[src/rtl/irq_status_ctrl.sv]
module irq_status_ctrl #(
  parameter logic [31:0] STATUS_RST = 32'hF000_0000,
  parameter logic [31:0] ENABLE_RST = 32'hF3FE_0000,
  parameter int          RX_LSB     = 17,
  parameter int          TX_LSB     = 20,
  parameter int          ST_W       = 3
) (
  input  logic            clk,
  input  logic            rst_n,
  input  logic [31:0]     evt_i,
  input  logic            reg_we,
  input  logic            reg_sel,
  input  logic [31:0]     reg_wdata,
  input  logic            rx_state_we,
  input  logic [ST_W-1:0] rx_state_i,
  input  logic            tx_state_we,
  input  logic [ST_W-1:0] tx_state_i,
  output logic [31:0]     status_o,
  output logic [31:0]     enable_o,
  output logic            irq_o
);
  localparam int          NSUM_BIT = 16;
  localparam int          ASUM_BIT = 15;
  localparam logic [31:0] NORM_EV  = 32'h0000_4845;
  localparam logic [31:0] ABN_EV   = 32'h0C00_37BA;
  localparam logic [31:0] EVT_MASK = NORM_EV | ABN_EV;
  localparam logic [31:0] SUM_MASK = (32'h1 << NSUM_BIT) | (32'h1 << ASUM_BIT);
  localparam logic [31:0] CLR_MASK = EVT_MASK | SUM_MASK;
  localparam logic [31:0] RX_MASK  = ((32'h1 << ST_W) - 1) << RX_LSB;
  localparam logic [31:0] TX_MASK  = ((32'h1 << ST_W) - 1) << TX_LSB;

  logic [31:0] status_q, enable_q, enable_d, status_d, events_d;
  logic        irq_q;

  wire wr_status = reg_we && !reg_sel;
  wire wr_enable = reg_we &&  reg_sel;
  wire [31:0] clr = wr_status ? (reg_wdata & CLR_MASK) : 32'h0;

  assign enable_d = wr_enable ? reg_wdata : enable_q;

  always_comb begin
    events_d = ((status_q & ~clr) | (evt_i & EVT_MASK)) & EVT_MASK;
    status_d = (status_q & ~(EVT_MASK | SUM_MASK)) | events_d;
    if (rx_state_we)
      status_d = (status_d & ~RX_MASK) | ({29'h0, rx_state_i} << RX_LSB);
    if (tx_state_we)
      status_d = (status_d & ~TX_MASK) | ({29'h0, tx_state_i} << TX_LSB);
    status_d[NSUM_BIT] = |(events_d & enable_d & NORM_EV);
    status_d[ASUM_BIT] = |(events_d & enable_d & ABN_EV);
  end

  always_ff @(posedge clk) begin
    if (!rst_n) begin
      status_q <= STATUS_RST;
      enable_q <= ENABLE_RST;
      irq_q    <= 1'b0;
    end else begin
      status_q <= status_d;
      enable_q <= enable_d;
      irq_q    <= |(status_q & enable_q & SUM_MASK);
    end
  end

  assign status_o = status_q;
  assign enable_o = enable_q;
  assign irq_o    = irq_q;

  AST_EVENT_STICKS: assert property (@(posedge clk) disable iff (!rst_n)
    |(evt_i & EVT_MASK) |=> ((status_o & $past(evt_i & EVT_MASK)) == $past(evt_i & EVT_MASK)));
  AST_W1C_CLEARS: assert property (@(posedge clk) disable iff (!rst_n)
    (reg_we && !reg_sel) |=> ((status_o & $past(reg_wdata & ~evt_i & EVT_MASK)) == 32'h0));
  AST_RX_FIELD: assert property (@(posedge clk) disable iff (!rst_n)
    rx_state_we |=> (status_o[RX_LSB +: ST_W] == $past(rx_state_i)));
  AST_TX_FIELD: assert property (@(posedge clk) disable iff (!rst_n)
    tx_state_we |=> (status_o[TX_LSB +: ST_W] == $past(tx_state_i)));
  AST_TOP_NIBBLE: assert property (@(posedge clk) disable iff (!rst_n)
    status_o[31:28] == STATUS_RST[31:28]);
  AST_NORM_SUM: assert property (@(posedge clk) disable iff (!rst_n)
    status_o[NSUM_BIT] == (|(status_o & enable_o & NORM_EV)));
  AST_ABN_SUM: assert property (@(posedge clk) disable iff (!rst_n)
    status_o[ASUM_BIT] == (|(status_o & enable_o & ABN_EV)));
  AST_IRQ_AFTER_SUM: assert property (@(posedge clk) disable iff (!rst_n)
    $rose(irq_o) |-> $past(status_o[NSUM_BIT] || status_o[ASUM_BIT]));
endmodule

[config.mk]
export PLATFORM = sky130hd
export DESIGN_NAME = irq_status_ctrl
export DESIGN_NICKNAME = d
export VERILOG_FILES = /design/src/rtl/irq_status_ctrl.sv
export SDC_FILE = /design/constraint.sdc
export NUM_CORES = 1
export LEC_CHECK = 0
export BUFFER_PORTS_ARGS = -buffer_cell sky130_fd_sc_hd__clkbuf_2
export CAP_MARGIN = 20
export CORE_ASPECT_RATIO = 1.75
export CORE_MARGIN = 3
export CORE_UTILIZATION = 48
export DETAILED_ROUTE_END_ITERATION = 10
export GPL_TIMING_DRIVEN = 0
export MAX_ROUTING_LAYER = met4
export PLACE_DENSITY = 0.89
export SLEW_MARGIN = 25
export SYNTH_ARGS = -nofsm -noshare
export SYNTH_HDL_FRONTEND = slang
export SYNTH_SLANG_ARGS = --single-unit
[constraint.sdc]
create_clock -name clk -period 2.9 [get_ports clk]
set_clock_uncertainty 0.15 [all_clocks]
set_input_delay 0.145 -clock clk [delete_from_list [all_inputs] [get_ports clk]]
set_output_delay 0.145 -clock clk [all_outputs]
set_load 0.01 [all_outputs]
==> flow_summary.json <==
{
  "status": "completed",
  "met2_usage_pct": 54.9,
  "drtPass1Iterations": 5,
  "maxCapViolCount": 0,
  "cts_made_buffers": 9,
  "synth_top_area_share_pct": 43.9,
  "synthCells": 324,
  "synth_compound_area_share_pct": 17.0,
  "synth_top_cells_by_count": "nand2_1, dfxtp_1, nor2b_1",
  "hold_path.class": "in2reg",
  "gp_congestion": 0.844,
  "max-slew-margin-rel_pct": 64.4,
  "antenna_found_initial": 0,
  "whs_path_depth": 3,
  "ys_seq_area_share_pct": 43.9,
  "hold_viol": 0,
  "routed_wl_um": 9420,
  "rsz0062_at_grt": "no",
  "drc_errors": 0,
  "clk_latency_ns": 0.33,
  "syn-cell-area_mm2": 0.00264,
  "diodes": 0,
  "drive_above_1_share_pct": 27.9,
  "synth_top_family_by_area": "simple AND/OR/NAND/NOR gates",
  "clock.fmax_ghz": 0.507,
  "cp-start-kind": "primary input",
  "ys_ff_latch": 58,
  "cts.sinks": 58,
  "drt_iter0_markers": 111,
  "yosys.area_share.simple_pct": 30.1,
  "port_buffers": 116,
  "final_max_slew_viol_count": 0,
  "layoutNonFillerInstCount": 593,
  "yosys-top-cells-area": "dfxtp_1, nand2_1, nor2b_1",
  "initial_utilization_pct": 49.9,
  "leakage_nw": 1.91,
  "cts_buffer_depth": 2,
  "async_flop_share_pct": 0,
  "htree_levels": 3,
  "yosys.area_share.xor_xnor_pct": 0,
  "yosysWarningCount": 0,
  "period_needed_ns": 1.97,
  "ys.flop_type": "dfxtp_1",
  "tightest_slew_ns": 0.534,
  "grt_start_max_net_pins": 11,
  "synth.distinct_cells": 33,
  "die_area_mm2": 0.00647,
  "top_usage_layer": "met2",
  "critPathKind": "in2reg",
  "grt_usage_pct": 30.7,
  "grt_pass1_vias": 3199,
  "avgViaCountPerCell": 5.31,
  "met1_usage_pct": 29.7,
  "synthAdderAreaFrac_pct": 0,
  "end_kind": "flop",
  "post_cts_buffers": 0,
  "synth_most_common_cell": "nand2_1",
  "grt_util_met3_pct": 6.46,
  "cp_max_fo": 3,
  "pwr_density_cell_mw_per_mm2": 495,
  "avgSynthCellArea_um2": 8.16,
  "rows": 35,
  "finalPower_mw": 2.04,
  "grt_overflow": 0,
  "antenna_left": 0,
  "die_h_um": 104,
  "vias": 3149,
  "synth_edf_count": 0,
  "io_pins": 141,
  "final.period_utilization_pct": 68.0,
  "layout.nets": 591,
  "cts_tree": "done",
  "dp.cells": 519,
  "core_mm2": 0.00530,
  "r2r_cells": 4,
  "required_ns": 2.95,
  "setup_viol_count_final": 0,
  "final_util_pct": 77.9,
  "clk_pin_slew_worst_paths_ns": 0.06,
  "grt_first_pass_wirelength_um": 14600,
  "yosys.area.top_type": "dfxtp_1",
  "nFillCells": 342,
  "area_growth_pct": 56.3,
  "dieWidth_um": 62.1,
  "synth_mux_area_share_pct": 3.03,
  "peakVddDrop_uv": 559,
  "place.detailed.hpwl_um": 5870,
  "fin_setup_tns_ns": 0,
  "wl_per_cell_um": 15.9,
  "root_buffer": "clkbuf_8",
  "critPathArrivalTime_ns": 2.03
}
-- layer usage --
metal  up-vias  wire [um]
li1       1475          -
met1      1486       3260
met2       165       5230
met3        23        632
met4         0        296
met5         -          0
-- flip-flops by register name, indices dropped and copies added (netlist names) --
name,flops
irq_o,1
enable_o,32
status_o,25
-- through the flow --
stage,worst slack [ns],hold WS [ns],instance area (um^2)
detailed placement,0.901,0.209,3330
floorplan,1.13,0.119,2660
global route,0.886,0.100,4130
finish,0.929,0.0939,4130
CTS,0.954,0.0101,4130
global placement,0.908,0.203,3330
-- path summary, 6_finish.rpt --
kind | startpoint | end | slack (ns)
setup / recovery | evt_i[13] | status_o[15] | 0.93
hold / removal | rx_state_we | status_o[19] | 0.09
setup reg to reg | status_o[13] | status_o[15] | 1.12
hold reg to reg | enable_o[1] | enable_o[1] | 0.32
-- worst max-delay path, cell delays in order --
cell and delay [ns]:
dlygate4sd3_1 0.55, clkbuf_2 0.13, and3b_1 0.20, nor3_1 0.04, or4_1 0.53, o41a_1 0.43
-- logic make-up after synthesis --
logic type             count (synthesis)
multiplexers                           8
AND/OR/NAND/NOR                      160
other                                  2
AO/OA/AOI/OAI                         69
buffers and inverters                 27
flip-flops                            58
-- layout by cell type (no fill, tap or decap), types with 10 or more instances in the layout --
master	instances
clkbuf_2	116
nand2_1	81
dlygate4sd3_1	59
dfxtp_1	58
nor2b_1	31
a21oi_1	19
nand3_1	14
clkbuf_1	13
clkbuf_8	12
a21boi_0	11
o22ai_1	10
-- power by group --
group	switching [mW]	total, mW	internal, mW
sequential	0.0379	0.885	0.848
combinational	0.197	0.394	0.198
clock	0.303	0.765	0.461
total	0.538	2.04	1.51
-- what timing repair did --
item                      4_1_cts  5_1_grt
hold buffers                   59        0
gates resized for setup         0        0
hold endpoints to repair       55        0
-- final cells by class --
type                       instances  area [um^2]  share of cell area [%]
clock inverter                     2         35.0                   0.848
tap                               74         92.6                    2.24
buffer                            27          149                    3.61
timing repair buffer             175         1170                    28.4
multi-input combinational        244         1350                    32.7
sequential                        58         1160                    28.1
clock buffer                      13          169                    4.09
No activity file was read; power rests on OpenSTA's default activity.
